### src/rtl/supply_seq_pkg.sv
package supply_seq_pkg;

    typedef enum logic [1:0] {
        PS_SLEEP = 2'b00,
        PS_START = 2'b01,
        PS_RUN   = 2'b10
    } pstate_e;

    typedef struct packed {
        pstate_e st;
        logic    stby;
    } fsm_regs_t;

    localparam int unsigned SYNC_LANES = 3;
    localparam int unsigned LANE_WAKE  = 0;
    localparam int unsigned LANE_UV    = 1;
    localparam int unsigned LANE_HOT   = 2;

    localparam int unsigned STATE_BITS = 3;

endpackage

### src/rtl/supply_seq_sync.sv
module supply_seq_sync #(
    parameter int unsigned WIDTH  = 3,
    parameter int unsigned STAGES = 2
) (
    input  logic             clk,
    input  logic             rst_n,
    input  logic [WIDTH-1:0] async_i,
    output logic [WIDTH-1:0] sync_o
);

    logic [STAGES-1:0][WIDTH-1:0] stage_d;
    logic [STAGES-1:0][WIDTH-1:0] stage_q;

    always_comb begin
        stage_d[0] = async_i;
        for (int s = 1; s < int'(STAGES); s++) begin
            stage_d[s] = stage_q[s-1];
        end
    end

    always_ff @(posedge clk or negedge rst_n) begin
        if (!rst_n) begin
            stage_q <= '0;
        end else begin
            stage_q <= stage_d;
        end
    end

    assign sync_o = stage_q[STAGES-1];

endmodule

### src/rtl/supply_seq_timer.sv
module supply_seq_timer #(
    parameter int unsigned CYCLES = 1024
) (
    input  logic clk,
    input  logic rst_n,
    input  logic run_i,
    output logic expire_o
);

    localparam int unsigned CW = (CYCLES > 1) ? $clog2(CYCLES) : 1;
    localparam logic [CW-1:0] LAST = CW'(CYCLES - 1);

    logic [CW-1:0] cnt_d;
    logic [CW-1:0] cnt_q;
    logic          at_last;

    always_comb begin
        at_last = (cnt_q == LAST);
        if (!run_i || at_last) begin
            cnt_d = '0;
        end else begin
            cnt_d = cnt_q + CW'(1);
        end
    end

    always_ff @(posedge clk or negedge rst_n) begin
        if (!rst_n) begin
            cnt_q <= '0;
        end else begin
            cnt_q <= cnt_d;
        end
    end

    assign expire_o = run_i && at_last;

endmodule

### src/rtl/supply_seq_fsm.sv
module supply_seq_fsm
    import supply_seq_pkg::*;
(
    input  logic    clk,
    input  logic    rst_n,
    input  logic    wake_i,
    input  logic    uv_i,
    input  logic    expire_i,
    output pstate_e st_o,
    output logic    stby_o
);

    fsm_regs_t r_d;
    fsm_regs_t r_q;

    always_comb begin
        r_d      = r_q;
        r_d.stby = 1'b0;
        case (r_q.st)
            PS_SLEEP: begin
                if (wake_i && !uv_i) begin
                    r_d.st   = PS_START;
                    r_d.stby = 1'b1;
                end
            end
            PS_START: begin
                if (uv_i) begin
                    r_d.st = PS_SLEEP;
                end else if (expire_i) begin
                    r_d.st = PS_RUN;
                end
            end
            PS_RUN: begin
                if (uv_i) begin
                    r_d.st = PS_SLEEP;
                end
            end
            default: begin
                r_d.st = PS_SLEEP;
            end
        endcase
    end

    always_ff @(posedge clk or negedge rst_n) begin
        if (!rst_n) begin
            r_q.st   <= PS_SLEEP;
            r_q.stby <= 1'b0;
        end else begin
            r_q <= r_d;
        end
    end

    assign st_o   = r_q.st;
    assign stby_o = r_q.stby;

endmodule

### src/rtl/supply_state_seq.sv
module supply_state_seq
    import supply_seq_pkg::*;
#(
    parameter int unsigned STARTUP_CYCLES = 1024,
    parameter int unsigned SYNC_STAGES    = 2
) (
    input  logic                  clk,
    input  logic                  rst_n,
    input  logic                  wake_cmp_i,
    input  logic                  uv_cmp_i,
    input  logic                  hot_i,
    output logic                  reg_en_o,
    output logic                  reg_hi_sel_o,
    output logic                  conv_en_o,
    output logic                  force_standby_o,
    output logic                  drive_hold_o,
    output logic [STATE_BITS-1:0] state_oh_o
);

    logic [SYNC_LANES-1:0] raw;
    logic [SYNC_LANES-1:0] synced;
    logic                  expire;
    logic                  stby;
    pstate_e               st;

    always_comb begin
        raw            = '0;
        raw[LANE_WAKE] = wake_cmp_i;
        raw[LANE_UV]   = uv_cmp_i;
        raw[LANE_HOT]  = hot_i;
    end

    supply_seq_sync #(
        .WIDTH  (SYNC_LANES),
        .STAGES (SYNC_STAGES)
    ) u_sync (
        .clk     (clk),
        .rst_n   (rst_n),
        .async_i (raw),
        .sync_o  (synced)
    );

    supply_seq_timer #(
        .CYCLES (STARTUP_CYCLES)
    ) u_timer (
        .clk      (clk),
        .rst_n    (rst_n),
        .run_i    (st == PS_START),
        .expire_o (expire)
    );

    supply_seq_fsm u_fsm (
        .clk      (clk),
        .rst_n    (rst_n),
        .wake_i   (synced[LANE_WAKE]),
        .uv_i     (synced[LANE_UV]),
        .expire_i (expire),
        .st_o     (st),
        .stby_o   (stby)
    );

    always_comb begin
        state_oh_o      = '0;
        state_oh_o[0]   = (st == PS_SLEEP);
        state_oh_o[1]   = (st == PS_START);
        state_oh_o[2]   = (st == PS_RUN);
        reg_en_o        = (st == PS_START) || (st == PS_RUN);
        reg_hi_sel_o    = (st == PS_START);
        conv_en_o       = reg_en_o;
        force_standby_o = stby;
        drive_hold_o    = (st != PS_START && st != PS_RUN) || synced[LANE_HOT];
    end

endmodule

### config.mk
export PLATFORM = sky130hd
export DESIGN_NAME = supply_state_seq
export DESIGN_NICKNAME = d
export VERILOG_FILES = /design/src/rtl/supply_seq_pkg.sv /design/src/rtl/supply_seq_sync.sv /design/src/rtl/supply_seq_timer.sv /design/src/rtl/supply_seq_fsm.sv /design/src/rtl/supply_state_seq.sv
export SDC_FILE = /design/constraint.sdc
export NUM_CORES = 1
export LEC_CHECK = 0
export BUFFER_PORTS_ARGS = -buffer_cell sky130_fd_sc_hd__buf_2
export CAP_MARGIN = 20
export CORE_MARGIN = 10
export CORE_UTILIZATION = 58
export CTS_CLUSTER_SIZE = 30
export DETAILED_ROUTE_END_ITERATION = 8
export GPL_TIMING_DRIVEN = 0
export HOLD_SLACK_MARGIN = 0.06
export PLACE_DENSITY = 0.81
export SKIP_LAST_GASP = 1
export SLEW_MARGIN = 25
export SYNTH_ARGS = -nofsm -noshare
export SYNTH_HDL_FRONTEND = slang
export SYNTH_SLANG_ARGS = --single-unit
### constraint.sdc
create_clock -name clk -period 3.8 [get_ports clk]
set_clock_uncertainty 0.1 [all_clocks]
set_input_delay 0.76 -clock clk [delete_from_list [all_inputs] [get_ports clk]]
set_output_delay 0.76 -clock clk [all_outputs]
set_load 0.01 [all_outputs]
==> results.md, run 1 <==
| Item | This run |
| --- | --- |
| Library cell used as clock root buffer | sky130_fd_sc_hd__clkbuf_4 |
| Sequential cell area fraction in the yosys report | 0.528 |
| Final period utilization | 0.598 |
| Switching pwr | 176 uW |
| Cell Pwr Density | 508 nW/um^2 |
| Switching power as a share of total power | 0.344 |
| Largest voltage drop on the vdd net | 357 uV |
| Clock tree from TritonCTS | yes |
| Critical path fanouts, max | 5 |
| Clock slew seen by the registers of the worst setup and hold paths | 0.11 ns |
| Area of the multi-input gates | 395 um^2 |
| Final routed wirelength across all metal layers | 1820 um |
| Routed via count divided by cell count | 6.02 |
| Routed length on met2 | 993 um |
| Count of fill cells added during filler insertion | 114 |
| Part of the total power dissipated in the clock network | 0.196 |
| Starting Density | 0.605 |
| Leakage | 0.000480 uW |
| Count of yosys warnings during synthesis | 0 |
| Combinational fraction of design power | 0.335 |
| IO Count | 13 |
| Initial antenna violation count | 0 |
| Hold buffer count at cts | 0 |
| Mean cell area of the mapped netlist | 11.5 um^2 |
| Result of the run | finished, final reports clean |
| Number of library cell types mapped by synthesis | 29 |
| Die outline height | 59.4 um |
| CP endpoint kind | primary output |
| Leading register cell type out of synthesis | sky130_fd_sc_hd__dfrtp_1 |
| Setup repair after global routing missed its margin | false |
| Total routing resource utilization after global routing | 0.112 |
| Pre-Repair DR Iteration Count | 4 |
| Congestion Overflow GR | 0 |
| Final worst path period need | 2.27 ns |
| Count of antenna-violating nets left after detailed routing | 0 |
| Detailed-route DRC error count | 0 |
| RD Place Congestion | 0.821 |
| Min-Delay Path Class | register to register |
| Vias in the first global route | 655 |
| Largest delay contributor family on the critical path | flip-flops |
| Largest net degree at the start of global routing | 20 |
| Setup TNS | 0 ns |
| Startpoint-to-endpoint class of the critical path | register to primary output |
| Worst slack after detailed placement | 1.86 ns |
| Initial DRC count | 13 |
| Final layout net count | 104 |
| Register bit count reported by yosys | 19 |
| Cell chain of the critical path | inv_1 > ha_1 > buf_4 > buf_2 |
| Vias post-DR | 662 |
| Fraction of power consumed by sequential logic | 0.469 |
| Hold Violations, Final | 0 |
| Slowest stage cell, crit path | sky130_fd_sc_hd__dfrtp_1 |
| Wire length on met3 | 134 um |
| Cells after synthesis | 78 |
| Clock H-tree levels | 1 |
| Clock net sink count | 19 |
| Met1 layer wirelength in the final routing | 679 um |
| Arrival time of data at the critical path endpoint | 1.41 ns |
| Share of flip-flops with an asynchronous set or reset | 1.00 |
| Cell internal power dissipation | 336 uW |
| Required time at the endpoint of the critical path | 2.94 ns |
| Delay of the slowest cell on the worst path | 0.44 ns |
| Number of port buffers | 12 |
| Maximum count of clock buffers along a single path | 2 |
| TritonCTS buffer count | 3 |
| Count of instances resized after the clock tree is built | 0 |
| Startpoint kind of the worst setup timing path | register |
| Slack of the critical path | 1.53 ns |
| First-pass GRT wire length | 3040 um |
| Post-CTS Setup Bufs | 0 |
| Register area | 475 um^2 |
| Uppermost routed layer | met4 |
| Die Wd | 59.4 um |
| Area growth from synthesis to layout | 11.9% |
| # rows | 14 |
| Clock latency reported for the late side of the worst-skew pair | 0.29 ns |
| Number of max-cap violations | 0 |
| Std-Cell Core Area | 1490 um^2 |
| Post-Synthesis Cell Area | 901 um^2 |
| DP Wirelength | 1400 um |
| Register-to-Register Setup Slack | 1.98 ns |
| Ant diodes | 0 |
| Proportion of layout cells with a drive suffix above 1 | 0.255 |
| Timing-limited maximum frequency | 0.440 GHz |
| Final Setup Violations | 0 |
| Nets in the synthesized netlist | 87 |
| Post-Route Hold Slack | 0.271 ns |
| Die Area | 3530 um^2 |
| Number of flops mapped to enable cells by yosys | 0 |
| Relative max-transition margin | 0.723 |
| CP bufs+invs | 3 |
| Final Max Slew Viols | 0 |
| Transition time at the pin with the least slew margin | 0.415 ns |
| Wire per inst | 16.6 um |
[Yosys cell counts (2+ instances only)]
| cell | count | share of area |
|---|---|---|
| sky130_fd_sc_hd__a21oi_1 | 2 | 0.011 |
| sky130_fd_sc_hd__a311o_1 | 2 | 0.022 |
| sky130_fd_sc_hd__and2_1 | 3 | 0.021 |
| sky130_fd_sc_hd__and3_1 | 3 | 0.021 |
| sky130_fd_sc_hd__and4_4 | 2 | 0.025 |
| sky130_fd_sc_hd__buf_4 | 2 | 0.017 |
| sky130_fd_sc_hd__dfrtp_1 | 19 | 0.53 |
| sky130_fd_sc_hd__ha_1 | 4 | 0.056 |
| sky130_fd_sc_hd__inv_1 | 3 | 0.012 |
| sky130_fd_sc_hd__nand2_1 | 4 | 0.017 |
| sky130_fd_sc_hd__nand2b_1 | 2 | 0.014 |
| sky130_fd_sc_hd__nand3_1 | 3 | 0.017 |
| sky130_fd_sc_hd__nand3_2 | 2 | 0.022 |
| sky130_fd_sc_hd__nand4_1 | 2 | 0.014 |
| sky130_fd_sc_hd__nor2_1 | 5 | 0.021 |
| sky130_fd_sc_hd__nor2b_1 | 2 | 0.014 |
| sky130_fd_sc_hd__nor4_1 | 2 | 0.014 |
| sky130_fd_sc_hd__xnor2_1 | 4 | 0.039 |
| sky130_fd_sc_hd__xor2_1 | 2 | 0.019 |
[layer usage]
metal | up-vias | GRT usage
met4 | 0 | 0.0492
met1 | 324 | 0.119
met3 | 2 | 0.0322
met5 | - | 0
li1 | 310 | -
met2 | 26 | 0.199
[cell usage in the layout, fill, tap and decap left out, drive strengths merged, types with 3 or more instances in the layout]
master / netlist / final
and2: 3 / 3
and3: 3 / 3
and4: 3 / 3
buf: 2 / 14
clkbuf: 1 / 4
dfrtp: 19 / 19
ha: 4 / 4
inv: 3 / 3
nand2: 4 / 4
nand3: 5 / 5
nor2: 5 / 5
xnor2: 4 / 4
[logic make-up (layout without fill, tap and decap cells)]
| logic type | Yosys count | after routing | share of synthesized area |
|---|---|---|---|
| simple gates | 33 | 33 | 0.225 |
| xor+xnor | 6 | 6 | 0.0583 |
| buf+inv | 6 | 22 | 0.0333 |
| compound gates | 9 | 9 | 0.0833 |
| fa+ha+maj | 4 | 4 | 0.0556 |
| flops | 19 | 19 | 0.528 |
| mux | 1 | 1 | 0.0167 |
[state kept, by name, summed over array words and instances (netlist names)]
| signal | count |
|---|---|
| u_sync.stage_d | 3 |
| u_fsm.stby_o | 1 |
| u_fsm.st_o | 2 |
| u_timer.cnt_q | 10 |
| u_sync.sync_o | 3 |
[final timing paths]
kind / start / end / cells after the start
max: u_fsm.st_o[0] / reg_en_o / 4
max in group asynchronous: rst_n / u_timer.cnt_q[4] / 1
min reg2reg: u_sync.stage_d[3] / u_sync.sync_o[0] / 0
max reg2reg: u_fsm.st_o[1] / u_timer.cnt_q[7] / 5
min: u_sync.stage_d[3] / u_sync.sync_o[0] / 0
min in group asynchronous: rst_n / u_sync.stage_d[3] / 1
[per-stage QoR]
step	power, uW	util	cell area (um^2)	cells
6_report	512	0.677	1010	110
5_1_grt	549	0.677	1010	110
4_1_cts	519	0.677	1010	110
3_5_place_dp	419	0.659	981	106
3_3_place_gp	406	0.659	981	106
2_1_floorplan	353	-	901	78
[cell type report]
class                   instances  share of cell area
flip-flops and latches         19               0.471
clock inverters                 1             0.00496
well taps                      16              0.0199
multi-input cells              53               0.392
inverters                       3              0.0112
plain buffers                   3              0.0186
clock buffers                   3              0.0223
repair buffers                 12              0.0596
[power by group through the flow]
stage | Combinational [uW] | Clock [uW] | Sequential [uW]
4_1_cts | 176 | 103 | 240
5_1_grt | 193 | 114 | 242
3_3_place_gp | 164 | 0 | 241
6_report | 172 | 101 | 240
3_5_place_dp | 175 | 0 | 244
2_1_floorplan | 114 | 0 | 239
(Power assumes the default switching activity.)
==> inputs of run 2 (changes only) <==
--- a/config.mk
+++ b/config.mk
@@ -8,12 +8,12 @@
 export BUFFER_PORTS_ARGS = -buffer_cell sky130_fd_sc_hd__buf_2
 export CAP_MARGIN = 20
 export CORE_MARGIN = 10
-export CORE_UTILIZATION = 58
+export CORE_UTILIZATION = 48
 export CTS_CLUSTER_SIZE = 30
 export DETAILED_ROUTE_END_ITERATION = 8
 export GPL_TIMING_DRIVEN = 0
 export HOLD_SLACK_MARGIN = 0.06
-export PLACE_DENSITY = 0.81
+export PLACE_DENSITY = 0.71
 export SKIP_LAST_GASP = 1
 export SLEW_MARGIN = 25
 export SYNTH_ARGS = -nofsm -noshare
==> constraint.sdc (replaced) <==
create_clock -name clk -period 2.02 [get_ports clk]
set_clock_uncertainty 0.1 [all_clocks]
set_input_delay 0.404 -clock clk [delete_from_list [all_inputs] [get_ports clk]]
set_output_delay 0.404 -clock clk [all_outputs]
set_load 0.01 [all_outputs]
==> results.md, run 2 (same netlist as run 1, synthesis figures left out) <==
| Item | This run | Change |
| --- | --- | --- |
| Timing-limited maximum frequency | 0.529 GHz |  |
| # rows | 15 | +1 |
| Largest Register | u_timer.cnt_q |  |
| Delay of the slowest cell on the worst path | 0.42 ns | -0.02 ns |
| Initial antenna violation count | 0 | unchanged |
| Post-CTS Setup Bufs | 0 | unchanged |
| Die Area | 4010 um^2 | +14% |
| Maximum count of clock buffers along a single path | 2 | unchanged |
| Vias in the first global route | 661 | +0.92% |
| Required time at the endpoint of the critical path | 1.52 ns | -1.42 ns |
| Congestion Overflow GR | 0 | unchanged |
| Leakage | 0.000484 uW | +0.87% |
| IO Count | 13 | unchanged |
| Ant diodes | 0 | unchanged |
| Min-Delay Path Class | input port to register |  |
| Depth of the worst register-to-register path | 5 | unchanged |
| Final layout net count | 105 | +0.96% |
| CP endpoint kind | primary output |  |
| RD Place Congestion | 0.801 | -2.4% |
| Proportion of layout cells with a drive suffix above 1 | 0.253 | -0.00269 |
| Transition time at the pin with the least slew margin | 0.421 ns | +0.00598 ns |
| Wire per inst | 14.0 um | -16% |
| Clock net sink count | 19 | unchanged |
| Result of the run | finished, final reports clean |  |
| Clock slew seen by the registers of the worst setup and hold paths | 0.11 ns | about the same |
| Number of port buffers | 12 | unchanged |
| Register-to-Register Setup Slack | 0.29 ns | -1.69 ns |
| Cells after DPL | 115 | +8.5% |
| Count of fill cells added during filler insertion | 155 | +36% |
| Routed via count divided by cell count | 5.38 | -11% |
| Final worst path period need | 1.89 ns |  |
| Setup repair after global routing missed its margin | false |  |
| Setup TNS | 0 ns | unchanged |
| Relative max-transition margin | 0.719 | -0.00399 |
| Detailed-route DRC error count | 0 | unchanged |
| Final period utilization | 0.935 |  |
| Library cell used as clock root buffer | sky130_fd_sc_hd__clkbuf_4 |  |
| Clock H-tree levels | 1 | unchanged |
| Die outline height | 63.3 um | +6.6% |
| Worst Hold Path Cells | 1 | +1 |
| DP Wirelength | 1260 um | -10% |
| Register area | 475 um^2 | unchanged |
| Startpoint kind of the worst setup timing path | register |  |
| Final routed wirelength across all metal layers | 1680 um | -7.8% |
| Area of the multi-input gates | 395 um^2 | unchanged |
| Final Max Slew Viols | 0 | unchanged |
| Cell Pwr Density | 931 nW/um^2 | +83% |
| Starting Density | 0.516 | -0.0889 |
| Number of max-cap violations | 0 | unchanged |
| Largest net degree at the start of global routing | 20 | unchanged |
| Largest voltage drop on the vdd net | 755 uV | +110% |
| Most common cell after layout, fill and taps aside | sky130_fd_sc_hd__dfrtp_1 |  |
| Clock tree from TritonCTS | yes |  |
| Final Setup Violations | 0 | unchanged |
| Area growth from synthesis to layout | 14.3% |  |
| Critical path fanouts, max | 5 | unchanged |
| Initial DRC count | 4 | -9 |
| Vias post-DR | 646 | -2.4% |
| Number of cells in the finished layout apart from fillers | 120 | +9.1% |
| Commonest non-fill, non-tap cells in the layout | sky130_fd_sc_hd__dfrtp_1 (19), sky130_fd_sc_hd__buf_2 (12), sky130_fd_sc_hd__nor2_1 (5) |  |
| Total routing resource utilization after global routing | 0.0871 | -0.0253 |
| Startpoint-to-endpoint class of the critical path | register to primary output |  |
| Cell chain of the critical path | inv_1 > ha_1 > buf_4 > buf_2 |  |
| First-pass GRT wire length | 2930 um | -3.4% |
| TritonCTS buffer count | 3 | unchanged |
| Max FFs per register | 10 | unchanged |
| Hold Violations, Final | 0 | unchanged |
| Clock latency reported for the late side of the worst-skew pair | 0.29 ns | about the same |
| Arrival time of data at the critical path endpoint | 1.39 ns | -0.02 ns |
| Pre-Repair DR Iteration Count | 2 | -2 |
| Count of antenna-violating nets left after detailed routing | 0 | unchanged |
| Die Wd | 63.3 um | +6.6% |
| Std-Cell Core Area | 1750 um^2 | +17% |
| Slowest stage cell, crit path | sky130_fd_sc_hd__dfrtp_1 |  |
## run 2: cell count changes in the layout (fill, tap and decap cells not counted)
cell / change
sky130_fd_sc_hd__dlygate4sd3_1: +1
## run 2: cell type report
class                      count  share of cell area
sequential                    19               0.462
multi-input combinational     53               0.384
timing repair buffer          13              0.0680
tap                           25              0.0304
clock buffer                   3              0.0219
buffer                         3              0.0182
inverter                       3              0.0109
clock inverter                 1             0.00486
## run 2: path summary, 6_finish.rpt
check / start / endpoint
max: u_fsm.st_o[0] / reg_en_o
min: wake_cmp_i / u_sync.stage_d[3]
max reg2reg: u_fsm.st_o[1] / u_fsm.st_o[0]
min reg2reg: u_sync.stage_d[5] / u_sync.sync_o[2]
max in group asynchronous: rst_n / u_sync.stage_d[4]
min in group asynchronous: rst_n / u_sync.sync_o[2]
## run 2: per-stage QoR
step / worst slack (ns) / hold WS (ns) / power (uW) / cell area, um^2 / util
after global routing: 0.0264 / 0.0914 / 1030 / 1030 / 0.590
after global placement: 0.341 / 0.232 / 769 / 992 / 0.568
after CTS: 0.103 / 0.0953 / 973 / 1030 / 0.590
final: 0.131 / 0.106 / 958 / 1030 / 0.590
after floorplan: 0.408 / 0.00841 / 664 / 901 / -
after detailed placement: 0.313 / 0.239 / 779 / 992 / 0.568
## run 2: critical path: cells and delay by family (launching register included)
family     cells  cell delay, ns
flops          1            0.42
fa+ha+maj      1            0.32
buf+inv        3            0.35
## run 2: per-layer routing
| metal | part of all wire | vias up | global-route usage |
|---|---|---|---|
| li1 | - | 313 | - |
| met1 | 0.48 | 324 | 0.101 |
| met4 | 0.0030 | 0 | 0.0328 |
| met2 | 0.48 | 7 | 0.148 |
| met5 | 0 | - | 0 |
| met3 | 0.037 | 2 | 0.0230 |
## run 2: power breakdown
part,internal (uW),switching (uW),total [uW]
logic,143,176,319
clock network,73.6,118,192
registers,416,31.9,448
## run 2: timing repair
action,in CTS,in global routing
endpoints found under the hold margin,19,0
hold buffers,1,0
gates resized for setup,0,0
==> inputs of run 3 (changes only) <==
--- a/config.mk
+++ b/config.mk
@@ -9,10 +9,10 @@
 export CAP_MARGIN = 20
 export CORE_MARGIN = 10
 export CORE_UTILIZATION = 48
-export CTS_CLUSTER_SIZE = 30
 export DETAILED_ROUTE_END_ITERATION = 8
 export GPL_TIMING_DRIVEN = 0
 export HOLD_SLACK_MARGIN = 0.06
+export MAX_ROUTING_LAYER = met4
 export PLACE_DENSITY = 0.71
 export SKIP_LAST_GASP = 1
 export SLEW_MARGIN = 25
==> results.md, run 3 (same netlist as run 1, synthesis figures left out) <==
| Item | This run | Change |
| --- | --- | --- |
| Timing-limited maximum frequency | 0.530 GHz | about the same |
| Cell Pwr Density | 931 nW/um^2 | about the same |
| Clock H-tree levels | 1 | unchanged |
| Clock net sink count | 19 | unchanged |
| PnR Total Power | 959 uW | about the same |
| # rows | 15 | unchanged |
| Combinational fraction of design power | 0.333 | about the same |
| Number of max-cap violations | 0 | unchanged |
| Delay of the slowest cell on the worst path | 0.42 ns | about the same |
| First-pass GRT wire length | 2940 um | +0.24% |
| Final Max Slew Viols | 0 | unchanged |
| Part of the total power dissipated in the clock network | 0.200 | about the same |
| Vias post-DR | 646 | unchanged |
| Most common cell after layout, fill and taps aside | sky130_fd_sc_hd__dfrtp_1 |  |
| IO Count | 13 | unchanged |
| Maximum count of clock buffers along a single path | 2 | unchanged |
| CP bufs+invs | 3 | unchanged |
| Cell internal power dissipation | 632 uW | about the same |
| Setup repair after global routing missed its margin | false |  |
| DP Wirelength | 1260 um | unchanged |
| Number of port buffers | 12 | unchanged |
| Die outline height | 63.3 um | unchanged |
| Cell chain of the critical path | inv_1 > ha_1 > buf_4 > buf_2 |  |
| CP endpoint kind | primary output |  |
| Congestion Overflow GR | 0 | unchanged |
| Area of the multi-input gates | 395 um^2 | unchanged |
| Startpoint-to-endpoint class of the critical path | register to primary output |  |
| Required time at the endpoint of the critical path | 1.52 ns | about the same |
| Final Setup Violations | 0 | unchanged |
| Setup TNS | 0 ns | unchanged |
| Result of the run | finished, final reports clean |  |
| Die Wd | 63.3 um | unchanged |
| Final worst path period need | 1.89 ns | -0.00112 ns |
| Clock slew seen by the registers of the worst setup and hold paths | 0.11 ns | about the same |
| Clock latency reported for the late side of the worst-skew pair | 0.29 ns | about the same |
| Max FFs per register | 10 | unchanged |
| Startpoint kind of the worst setup timing path | register |  |
| Initial antenna violation count | 0 | unchanged |
| Routed via count divided by cell count | 5.38 | unchanged |
| Arrival time of data at the critical path endpoint | 1.38 ns | about the same |
| Count of antenna-violating nets left after detailed routing | 0 | unchanged |
| Proportion of layout cells with a drive suffix above 1 | 0.253 | unchanged |
| RD Place Congestion | 0.813 | +1.4% |
| Count of fill cells added during filler insertion | 155 | unchanged |
| Switching pwr | 326 uW | +0.13% |
| Pre-Repair DR Iteration Count | 2 | unchanged |
| Library cell used as clock root buffer | sky130_fd_sc_hd__clkbuf_4 |  |
| Total routing resource utilization after global routing | 0.0898 | +0.00269 |
| Leakage | 0.000484 uW | unchanged |
| Largest voltage drop on the vdd net | 756 uV | about the same |
| Commonest non-fill, non-tap cells in the layout | sky130_fd_sc_hd__dfrtp_1 (19), sky130_fd_sc_hd__buf_2 (12), sky130_fd_sc_hd__nor2_1 (5) |  |
| Ant diodes | 0 | unchanged |
| Slowest stage cell, crit path | sky130_fd_sc_hd__dfrtp_1 |  |
| Transition time at the pin with the least slew margin | 0.421 ns | unchanged |
| Register area | 475 um^2 | unchanged |
| Count of instances resized after the clock tree is built | 0 | unchanged |
| Die Area | 4010 um^2 | unchanged |
| Vias in the first global route | 660 | -0.15% |
| Final period utilization | 0.935 | about the same |
| Initial DRC count | 4 | unchanged |
| Std-Cell Core Area | 1750 um^2 | unchanged |
| Hold Violations, Final | 0 | unchanged |
| Final routed wirelength across all metal layers | 1680 um | about the same |
| Largest Register | u_timer.cnt_q |  |
| Critical path fanouts, max | 5 | unchanged |
| Starting Density | 0.516 | unchanged |
| Final layout net count | 105 | unchanged |
| Clock tree from TritonCTS | yes |  |
| Min-Delay Path Class | input port to register |  |
| Switching power as a share of total power | 0.341 | about the same |
| Detailed-route DRC error count | 0 | unchanged |
| Fraction of power consumed by sequential logic | 0.467 | about the same |
| Largest net degree at the start of global routing | 20 | unchanged |
| Largest delay contributor family on the critical path | flip-flops |  |
| TritonCTS buffer count | 3 | unchanged |
| Relative max-transition margin | 0.719 | unchanged |
| Area growth from synthesis to layout | 14.3% | unchanged |
| Wire per inst | 14.0 um | about the same |
| Post-Route Hold Slack | 0.106 ns | +0.0000980 ns |
-- run 3: cell counts in the layout (fill, tap and decap cells not counted) --
No cell type changed its count.
-- run 3: what timing repair did --
item | 4_1_cts | 5_1_grt
hold buffers | 1 | 0
hold endpoints to repair | 19 | 0
buffers inserted | 0 | 0
-- run 3: metal layers --
metal,vias up,GRT usage,share of wire
met5,-,-,0
met4,0,0.0328,0.0030
met3,2,0.0230,0.037
met2,7,0.148,0.48
met1,324,0.102,0.48
li1,313,-,-
-- run 3: worst register-to-register path: cells and delay by family (launching register included) --
family	cells	cell delay [ns]
adders and majority gates	1	0.24
AOI/OAI and AO/OA	1	0.19
and+or+nand+nor	1	0.27
buffers and inverters	2	0.45
DFF	1	0.42
-- run 3: worst paths after layout --
| kind | slack [ns] | to | startpoint | depth (start not counted) |
|---|---|---|---|---|
| max | 0.13 | reg_en_o | u_fsm.st_o[0] | 4 |
| min | 0.11 | u_sync.stage_d[3] | wake_cmp_i | 1 |
| max reg2reg | 0.29 | u_fsm.st_o[0] | u_fsm.st_o[1] | 5 |
| min reg2reg | 0.26 | u_sync.sync_o[2] | u_sync.stage_d[5] | 0 |
| max in group asynchronous | 1.06 | u_sync.stage_d[4] | rst_n | 2 |
| min in group asynchronous | 0.46 | u_sync.sync_o[2] | rst_n | 2 |
-- run 3: cell type report --
class                   instances  area share
plain buffers                   3      0.0182
clock buffers                   3      0.0219
clock inverters                 1     0.00486
inverters                       3      0.0109
multi-input cells              53       0.384
flip-flops and latches         19       0.462
well taps                      25      0.0304
repair buffers                 13      0.0680
-- run 3: power groups by stage --
| stage | Combinational [uW] | Sequential, uW | Clock [uW] |
|---|---|---|---|
| 2_1_floorplan | 214 | 450 | 0 |
| 3_3_place_gp | 314 | 454 | 0 |
| 3_5_place_dp | 323 | 456 | 0 |
| 4_1_cts | 326 | 448 | 198 |
| 5_1_grt | 360 | 454 | 212 |
| 6_report | 319 | 448 | 191 |
-- run 3: per-stage QoR --
step                      cell area [um^2]  utilization  setup slack, ns  cells
after CTS                             1030        0.590            0.103    120
after global routing                  1030        0.590           0.0264    120
after global placement                 992        0.568            0.341    115
final                                 1030        0.590            0.132    120
after floorplan                        901            -            0.408     78
after detailed placement               992        0.568            0.313    115
